--- src/rtl/fsmp_pkg.sv ---
package fsmp_pkg;
    typedef enum logic [2:0] {
        ST_IDLE,
        ST_PLAY,
        ST_SKIP,
        ST_BLKP,
        ST_HOLD
    } fsmp_state_t;

    localparam int BIT_MUTE_A = 0;
    localparam int BIT_SKIP   = 1;
    localparam int BIT_BLK    = 2;
    localparam int BIT_PAUSE  = 3;
    localparam int BIT_MUTE_B = 5;

    localparam logic [7:0] CMD_MASK = 8'h2F;
    localparam logic [7:0] ADR_RUN  = 8'h72;
    localparam logic [7:0] ADR_CMD  = 8'h73;
    localparam logic [7:0] ADR_CNT  = 8'h74;
endpackage

--- src/rtl/fsmp_regs.sv ---
module fsmp_regs
    import fsmp_pkg::*;
#(
    parameter int DW = 8,
    parameter int CW = 8
) (
    input  logic          clk,
    input  logic          rst_n,
    input  logic          sw_reset,
    input  logic          wr_en,
    input  logic [7:0]    addr,
    input  logic [DW-1:0] wdata,
    input  logic          clr_skip,
    input  logic          clr_blk,
    output logic          run,
    output logic [7:0]    cmd,
    output logic [CW-1:0] count,
    output logic [DW-1:0] rdata
);
    logic [7:0] cmd_d;

    always_comb begin
        cmd_d = cmd;
        if (wr_en && addr == ADR_CMD) cmd_d = wdata[7:0] & CMD_MASK;
        if (clr_skip) cmd_d[BIT_SKIP] = 1'b0;
        if (clr_blk)  cmd_d[BIT_BLK]  = 1'b0;
    end

    always_ff @(posedge clk or negedge rst_n) begin
        if (!rst_n) begin
            run   <= 1'b0;
            cmd   <= '0;
            count <= '0;
        end else if (sw_reset) begin
            run   <= 1'b0;
            cmd   <= '0;
            count <= '0;
        end else begin
            if (wr_en && addr == ADR_RUN && wdata[0]) run <= 1'b1;
            if (wr_en && addr == ADR_CNT) count <= wdata[CW-1:0];
            cmd <= cmd_d;
        end
    end

    always_comb begin
        unique case (addr)
            ADR_RUN: rdata = DW'(run);
            ADR_CMD: rdata = DW'(cmd);
            ADR_CNT: rdata = DW'(count);
            default: rdata = '0;
        endcase
    end

    // run can only be cleared by soft reset
    a_r2_run_sticky: assert property (@(posedge clk) disable iff (!rst_n)
        (run && !sw_reset) |=> run);
    // soft reset clears every register
    a_r2_swr_clears: assert property (@(posedge clk) disable iff (!rst_n)
        sw_reset |=> (!run && cmd == 8'h00 && count == '0));
    // reserved command bits stay zero
    a_r3_rsvd_zero: assert property (@(posedge clk) disable iff (!rst_n)
        (cmd & ~CMD_MASK) == 8'h00);
endmodule

--- src/rtl/fsmp_down.sv ---
module fsmp_down #(
    parameter int CW = 8
) (
    input  logic          clk,
    input  logic          rst_n,
    input  logic          clr,
    input  logic          load,
    input  logic [CW-1:0] load_val,
    input  logic          dec,
    output logic          is_zero,
    output logic          is_one
);
    logic [CW-1:0] rem;

    always_ff @(posedge clk or negedge rst_n) begin
        if (!rst_n)                rem <= '0;
        else if (clr)              rem <= '0;
        else if (load)             rem <= load_val;
        else if (dec && rem != '0) rem <= rem - CW'(1);
    end

    assign is_zero = (rem == '0);
    assign is_one  = (rem == CW'(1));

    // a decrement is never requested at zero
    a_r6_no_underflow: assert property (@(posedge clk) disable iff (!rst_n)
        (dec && !clr) |-> !is_zero);
endmodule

--- src/rtl/fsmp_fsm.sv ---
module fsmp_fsm
    import fsmp_pkg::*;
#(
    parameter int CW = 8
) (
    input  logic          clk,
    input  logic          rst_n,
    input  logic          sw_reset,
    input  logic          run,
    input  logic [7:0]    cmd,
    input  logic [CW-1:0] count,
    input  logic          frame_start,
    input  logic          block_tick,
    input  logic          compressed_mode,
    input  logic          cnt_zero,
    input  logic          cnt_one,
    output logic          ld,
    output logic [CW-1:0] ld_val,
    output logic          dec,
    output logic          clr_skip,
    output logic          clr_blk,
    output logic          decode_en,
    output logic          frame_discard,
    output logic          stall,
    output logic          mute_req
);
    fsmp_state_t st, nxt;
    logic        mute_lat, mute_d;
    logic        take, skip_ok, cnt_nz;

    assign cnt_nz = (count != '0);

    always_comb begin
        nxt      = st;
        ld       = 1'b0;
        ld_val   = '0;
        dec      = 1'b0;
        clr_skip = 1'b0;
        clr_blk  = 1'b0;
        take     = 1'b0;
        skip_ok  = 1'b1;
        mute_d   = mute_lat;
        unique case (st)
            ST_IDLE: if (run && frame_start) take = 1'b1;
            ST_PLAY, ST_HOLD: if (frame_start) take = 1'b1;
            ST_SKIP: begin
                if (frame_start) begin
                    if (cnt_zero) begin
                        clr_skip = 1'b1;
                        skip_ok  = 1'b0;
                        take     = 1'b1;
                    end else begin
                        dec = 1'b1;
                    end
                end
            end
            ST_BLKP: begin
                if (block_tick) begin
                    if (cnt_one) begin
                        clr_blk = 1'b1;
                        nxt     = ST_PLAY;
                    end else begin
                        dec = 1'b1;
                    end
                end
            end
            default: nxt = ST_IDLE;
        endcase
        if (take) begin
            mute_d = !compressed_mode && (cmd[BIT_MUTE_A] || cmd[BIT_MUTE_B]);
            if (cmd[BIT_PAUSE]) begin
                nxt = ST_HOLD;
            end else if (!compressed_mode && skip_ok && cmd[BIT_SKIP] && cnt_nz) begin
                nxt    = ST_SKIP;
                ld     = 1'b1;
                ld_val = count - CW'(1);
            end else if (!compressed_mode && cmd[BIT_BLK] && cnt_nz) begin
                nxt    = ST_BLKP;
                ld     = 1'b1;
                ld_val = count;
            end else begin
                nxt = ST_PLAY;
            end
        end
    end

    always_ff @(posedge clk or negedge rst_n) begin
        if (!rst_n) begin
            st       <= ST_IDLE;
            mute_lat <= 1'b0;
        end else if (sw_reset) begin
            st       <= ST_IDLE;
            mute_lat <= 1'b0;
        end else begin
            st       <= nxt;
            mute_lat <= mute_d;
        end
    end

    always_comb begin
        decode_en     = 1'b0;
        frame_discard = 1'b0;
        stall         = 1'b0;
        mute_req      = 1'b0;
        unique case (st)
            ST_PLAY: begin
                decode_en = 1'b1;
                mute_req  = mute_lat;
            end
            ST_SKIP:          frame_discard = 1'b1;
            ST_BLKP, ST_HOLD: stall = 1'b1;
            default: ;
        endcase
    end

    // the decoder controls are mutually exclusive
    a_r11_excl: assert property (@(posedge clk) disable iff (!rst_n)
        $onehot0({decode_en, frame_discard, stall}));
    // mute only accompanies decoding
    a_r5_mute_with_decode: assert property (@(posedge clk) disable iff (!rst_n)
        mute_req |-> decode_en);
    // leaving play needs a frame boundary
    a_r4_play_exit_on_frame: assert property (@(posedge clk) disable iff (!rst_n)
        ($past(st) == ST_PLAY && st != ST_PLAY && !$past(sw_reset)) |-> $past(frame_start));
    // a skip run starts only at a frame boundary
    a_r6_skip_entry: assert property (@(posedge clk) disable iff (!rst_n)
        (st == ST_SKIP && $past(st) != ST_SKIP) |-> $past(frame_start));
    // a block pause ends only on a block tick
    a_r7_blk_exit: assert property (@(posedge clk) disable iff (!rst_n)
        ($past(st) == ST_BLKP && st == ST_PLAY) |-> $past(block_tick));
    // compressed mode blocks skip and block pause
    a_r10_comp_block: assert property (@(posedge clk) disable iff (!rst_n)
        (frame_start && compressed_mode && st == ST_PLAY && !sw_reset)
            |=> (st == ST_PLAY || st == ST_HOLD));
endmodule

--- src/rtl/fsmp_ctrl.sv ---
module fsmp_ctrl
    import fsmp_pkg::*;
#(
    parameter int DW = 8,
    parameter int CW = 8
) (
    input  logic          clk,
    input  logic          rst_n,
    input  logic          sw_reset,
    input  logic          reg_wr,
    input  logic [7:0]    reg_addr,
    input  logic [DW-1:0] reg_wdata,
    output logic [DW-1:0] reg_rdata,
    input  logic          frame_start,
    input  logic          block_tick,
    input  logic          compressed_mode,
    output logic          decode_en,
    output logic          frame_discard,
    output logic          stall,
    output logic          mute_req
);
    logic          run;
    logic [7:0]    cmd;
    logic [CW-1:0] count;
    logic          clr_skip, clr_blk;
    logic          ld, dec, cnt_zero, cnt_one;
    logic [CW-1:0] ld_val;

    fsmp_regs #(.DW(DW), .CW(CW)) regs_i (
        .clk(clk), .rst_n(rst_n), .sw_reset(sw_reset),
        .wr_en(reg_wr), .addr(reg_addr), .wdata(reg_wdata),
        .clr_skip(clr_skip), .clr_blk(clr_blk),
        .run(run), .cmd(cmd), .count(count), .rdata(reg_rdata)
    );

    fsmp_down #(.CW(CW)) down_i (
        .clk(clk), .rst_n(rst_n), .clr(sw_reset),
        .load(ld), .load_val(ld_val), .dec(dec),
        .is_zero(cnt_zero), .is_one(cnt_one)
    );

    fsmp_fsm #(.CW(CW)) fsm_i (
        .clk(clk), .rst_n(rst_n), .sw_reset(sw_reset),
        .run(run), .cmd(cmd), .count(count),
        .frame_start(frame_start), .block_tick(block_tick),
        .compressed_mode(compressed_mode),
        .cnt_zero(cnt_zero), .cnt_one(cnt_one),
        .ld(ld), .ld_val(ld_val), .dec(dec),
        .clr_skip(clr_skip), .clr_blk(clr_blk),
        .decode_en(decode_en), .frame_discard(frame_discard),
        .stall(stall), .mute_req(mute_req)
    );

    // nothing reaches the decoder before run is set
    a_r1_idle_quiet: assert property (@(posedge clk) disable iff (!rst_n)
        !run |-> (!decode_en && !frame_discard && !stall && !mute_req));
endmodule

--- config.mk ---
export PLATFORM = sky130hd
export DESIGN_NAME = fsmp_ctrl
export DESIGN_NICKNAME = d
export VERILOG_FILES = /design/src/rtl/fsmp_pkg.sv /design/src/rtl/fsmp_regs.sv /design/src/rtl/fsmp_down.sv /design/src/rtl/fsmp_fsm.sv /design/src/rtl/fsmp_ctrl.sv
export SDC_FILE = /design/constraint.sdc
export NUM_CORES = 1
export LEC_CHECK = 0
export BUFFER_PORTS_ARGS = -buffer_cell sky130_fd_sc_hd__buf_4
export CAP_MARGIN = 20
export CORE_UTILIZATION = 40
export CTS_CLUSTER_SIZE = 8
export DETAILED_ROUTE_END_ITERATION = 10
export PLACE_DENSITY = 0.56
export SKIP_CTS_REPAIR_TIMING = 1
export SLEW_MARGIN = 5
export SYNTH_ARGS = -nofsm -noshare
export SYNTH_HDL_FRONTEND = slang
export SYNTH_SLANG_ARGS = --single-unit
--- constraint.sdc ---
create_clock -name clk -period 2.5 [get_ports clk]
set_input_delay 0.5 -clock clk [delete_from_list [all_inputs] [get_ports clk]]
set_output_delay 0.5 -clock clk [all_outputs]
set_load 0.01 [all_outputs]
-- After elaboration in Yosys (flattened, before gate mapping)
Index checks and enable logic that the tools add are counted.
- flip-flop bits (word level): 29
- bits of input ports: 23
- output and inout port bits: 12
- add/subtract/negate cells: 2
- equality and inequality tests: 11
- multiplexer cells: 50
- reduce and logical (&&, ||, !) cells: 29
- operators by type and width (operator ; count):
    $mux 8 ; 11
    $mux 1 ; 28
    $eq 8x7->1 const B ; 3
    $pmux 8 s3 ; 1
    $mux 3 ; 6
    $reduce_bool 8->1 ; 2
    $sub 8x1->8 const B ; 2
    $logic_and 1x1->1 ; 12
    $reduce_bool 3->1 ; 3
    $eq 8x1->1 const B ; 1
    $logic_not 8->1 ; 1
    $ne 4x3->1 const B ; 2
    $reduce_bool 2->1 ; 4
    $eq 3x2->1 const B ; 2
    $pmux 3 s2 ; 1
    $reduce_or 2->1 ; 2
    $reduce_or 4->1 ; 1
    $eq 3x1->1 const B ; 1
    $eq 3x3->1 const B ; 1
    $logic_not 3->1 ; 1
    $ne 3x1->1 const B ; 1
    $pmux 1 s3 ; 1
    $reduce_and 3->1 ; 1
    $mux 2 ; 1
    3 further kinds ; 3

-- Longest topological paths before layout
- word-level depth: 12
- depth in mapped cells: 9
- depth with buffers taken out: 7

-- Cells and area by module
A second synthesis with hierarchy kept.
- cells, all modules: 232
- area total of the unflattened synthesis: 2068.2 µm²
- by module, submodules not included (module ; instances ; cells an instance ; area an instance (µm²)):
    fsmp_regs ; 1 ; 80 ; 839.6
    fsmp_fsm ; 1 ; 85 ; 616.8
    fsmp_down ; 1 ; 67 ; 611.8

-- Least setup slack after synthesis
No wires, ideal clock.
- kind: register -> register
- start point: register down_i.rem[3]
- end point: register down_i.rem[6]
- data arrival time: 2092 ps
- required time: 2404 ps
- slack: 312 ps
- cell stages (with the launch flop): 7
- period minus slack after synthesis: 2188 ps
- cells stage by stage: dfrtp_1 or4_4 buf_6 o41a_1 o221ai_2 nor4_1 a311oi_2
- longest elaborated chain between the ends: 12
- elaborated cells between the ends (all ways): 28
- those cells by class: 1 x add/sub; 1 x eq/ne; 19 x mux; 7 x reduce/logical
- ends and longest elaborated chain (item ; RTL line ; source):
    start, declared ; fsmp_down.sv:13 ; logic [CW-1:0] rem;
    start signal, assigned ; fsmp_down.sv:18 ; else if (load) rem <= load_val;
    start signal, assigned ; fsmp_down.sv:19 ; else if (dec && rem != '0) rem <= rem - CW'(1);
    $logic_not 8->1 ; fsmp_down.sv:22 ; assign is_zero = (rem == '0);
    $mux 1 ; fsmp_fsm.sv:48 ; if (cnt_zero) begin
    $mux 1 ; fsmp_fsm.sv:47 ; if (frame_start) begin
    $mux 1 ; fsmp_fsm.sv:43 ; unique case (st)
    $logic_and 1x1->1 (3 in a row) ; fsmp_fsm.sv:73 ; end else if (!compressed_mode && skip_ok && cmd[BIT_SKIP] && cnt_nz) begin
    $mux 8 or $mux 1 (tied branches) ; fsmp_fsm.sv:73 ;
    $mux 8 or $mux 1 (tied branches) ; fsmp_fsm.sv:71 ; if (cmd[BIT_PAUSE]) begin
    $mux 8 or $mux 1 (tied branches) ; fsmp_fsm.sv:69 ; if (take) begin
    $mux 8 ; fsmp_down.sv:18 ;
    $mux 8 ; fsmp_down.sv:17 ; else if (clr) rem <= '0;
Parallel ways exist; a longest one is shown, timed or not. The select of a mux whose other input is x is not followed.
A chain may end at the register's enable or synchronous reset.

-- Worst setup path in the final report
- start point: register down_i.rem[3]
- end point: register down_i.rem[5]
The elaborated chain is that of the path after synthesis.

==> results_dict.tcl <==
set metrics [dict create \
    status "finished, final reports clean" \
    dp_hpwl_um 3807 \
    end_kind "flop" \
    cts_buffer_depth 2 \
    leakage_uw 0.001031 \
    hold_path_class "in -> async" \
    setup_viol 0 \
    initial_core_util 0.4233 \
    cts_max_level 1 \
    dr.pass1.iters 4 \
    die_w_um 73.17 \
    gr-total-overflow 0 \
    wl_um 5167 \
    grt_util_all_layers 0.2079 \
    grt_pass1_vias 1679 \
    ir_drop_v 0.0001841 \
    ant_nets 0 \
    cts_tree "built" \
    synthCells 213 \
    multi_input_area_mm2 0.001252 \
    antenna_found_initial 0 \
    worstMarginPinSlew_ns 0.7410 \
    reg2reg_depth 5 \
    synth_top_area_share 0.3212 \
    max_freq_mhz 424.3 \
    clk_pin_slew_worst_paths_ns 0.09 \
    synthTopCellsByCount "26 x dfrtp_1, 19 x nor2_1, 14 x nor4_1, 13 x mux2i_1, 12 x a21oi_1" \
    crit_start "down_i.rem[3]" \
    rows 25 \
    dieArea_mm2 0.005353 \
    placeableCoreArea_mm2 0.004786 \
    crit_fanout 6 \
    fill_cells 493 \
    ys_seq_area_frac 0.3212 \
    seq_area_um2 650.6 \
    crit_arrival_ns 2.50 \
    ios 35 \
    nets 276 \
    vias 1786 \
    grt_pass1_wl_um 8383 \
    r2r_setup_slack_ns 0.14 \
    yosys.area.top_type "dfrtp_1" \
    die_h_um 73.17 \
    syn_area_mm2 0.002026 \
    skew_ns 0.005061 \
    avgRoutedWirePerCell_um 16.51 \
    drt-initial-drc-count 70 \
    required_ns 2.64 \
    period_minus_slack_ns 2.357 \
    min_period_over_period 0.9426 \
    synth_edf_count 0 \
    io_buffer_count 34 \
    dpl_cell_area_mm2 0.002336 \
    max_cap_viol_count 0 \
    yosys_register_bits 26 \
    avgSynthCellArea_um2 9.510 \
    r2r-end "down_i.rem[5]" \
    area_growth_pct 17.73 \
    insertedDiodeCount 0 \
    synth.area.top_cells "dfrtp_1 32%, mux2i_1 6.4%, nor4_1 4.3%, nor2_1 3.5%, ha_1 3.1%" \
    start_kind "flop" \
    synth.most_common_cell "dfrtp_1" \
    synth-async-reset-ratio 1.000 \
    r2r-start "down_i.rem[3]" \
    endpoint "down_i.rem[5]" \
    drive_gt1_frac 0.2683 \
    p_per_area_mw_per_mm2 302.3 \
    ys.flop_type "dfrtp_1" \
    max_slew_margin 0.4990 \
    finalHoldViolations 0 \
    gp_congestion 0.8597 \
    tns_ns 0 \
    numCtsBuffers 3 \
    worst-setup-path-type "reg -> reg" \
    clock-sinks 26 \
    viasPerCell 5.706 \
    ys.warnings.count 0 \
    drc_errors 0 \
    grt_setup_unrepaired "no" \
    clk_latency_ns 0.27 \
    design_area_mm2 0.002385 \
    yosysUniqueCellTypes 55 \
    clock-root-buffer "clkbuf_8" \
    synth_nets 241 \
    slew_viol_final 0 \
    grt_max_degree 27 \
]
==> logic make-up after synthesis <==
| kind of cell | Yosys count | synth area share |
|---|---|---|
| DFF | 26 | 0.3212 |
| muxes | 16 | 0.08091 |
| xor gates and xnor gates | 3 | 0.01297 |
| buffers and inverters | 22 | 0.06423 |
| and+or+nand+nor | 89 | 0.2557 |
| adders and majority gates | 5 | 0.03088 |
| AOI/OAI and AO/OA | 52 | 0.2341 |
==> metrics by stage <==
| stage | std cells | hold slack (ns) | setup WS, ns | util | power [uW] |
|---|---|---|---|---|---|
| 5_1_grt | 313 | 0.1534 | 0.02459 | 0.4983 | 748.0 |
| 4_1_cts | 313 | 0.1368 | 0.1451 | 0.4967 | 726.5 |
| 6_report | 313 | 0.1231 | 0.1434 | 0.4983 | 720.8 |
| 3_5_place_dp | 310 | 0.4335 | 0.1732 | 0.4881 | 490.8 |
| 3_3_place_gp | 310 | 0.4307 | 0.2469 | 0.4881 | 490.6 |
| 2_1_floorplan | 213 | 0.2044 | 0.3124 | - | 446.6 |
==> final cells by class <==
class	instances	share of cell area
multi-input cells	165	0.5252
flip-flops and latches	26	0.2728
repair buffers	43	0.1354
well taps	67	0.03515
clock buffers	3	0.01731
inverters	9	0.01417
==> layer usage <==
layer  up-vias  GRT usage  wire [um]
li1        883          -          -
met4         0    0.06318         67
met3         7    0.02762        176
met1       843     0.2950       2519
met2        53     0.3282       2404
met5         -          0          0
==> how the worst min path moves through the flow <==
| stage | slack [ns] | startpoint | end |
|---|---|---|---|
| 2_1_floorplan | 0.20 | rst_n | down_i.rem[0] |
| 3_3_place_gp | 0.43 | rst_n | fsm_i.st[2] |
| 3_5_place_dp | 0.43 | rst_n | fsm_i.st[1] |
| 4_1_cts | 0.14 | rst_n | fsm_i.st[0] |
| 5_1_grt | 0.15 | rst_n | fsm_i.st[1] |
| 6_report | 0.12 | rst_n | fsm_i.st[0] |
==> critical path, cell delays in order (launching register included) <==
cell and delay (ns):
dfrtp_1 0.44, or4_4 0.62, nor4_4 0.38, o221ai_2 0.24
nor4_1 0.46, a211oi_2 0.08
==> state kept, by name, summed over array words and instances, names as in the netlist <==
name	count
down_i.rem	8
regs_i.count	8
regs_i.cmd	5
fsm_i.st	3
fsm_i.mute_lat	1
regs_i.run	1
==> layout by cell type, fill, tap and decap left out, types with 2 or more instances in the layout <==
cell      count
o21ai_0       2
nand3_1       8
nand2b_1      5
a311oi_1      2
nor4_1       13
o211ai_1      5
or2_2         2
nor3_1        6
a211oi_1      3
a311oi_2      2
xnor2_1       2
a211oi_2      3
inv_1         9
nand2_1       8
ha_1          5
nand3b_1      2
a21o_1        2
or3_1         4
nand4_1       2
dfrtp_1      26
nor2b_1       2
nor3b_1       2
a21oi_1      12
o31a_1        4
mux2i_1      13
nor2_1       19
nor4b_1       3
clkbuf_8      3
buf_4        43
a22o_1        5
and2_1        4
mux2_2        3
==> report_power, final <==
| group | total (uW) | switching, uW | internal (uW) |
|---|---|---|---|
| combinational | 60.7 | 33.2 | 27.5 |
| clock | 239 | 131 | 108 |
| sequential | 421 | 0.454 | 420 |
| total | 721 | 165 | 556 |
Note: power is estimated with default switching activity, not from simulation.
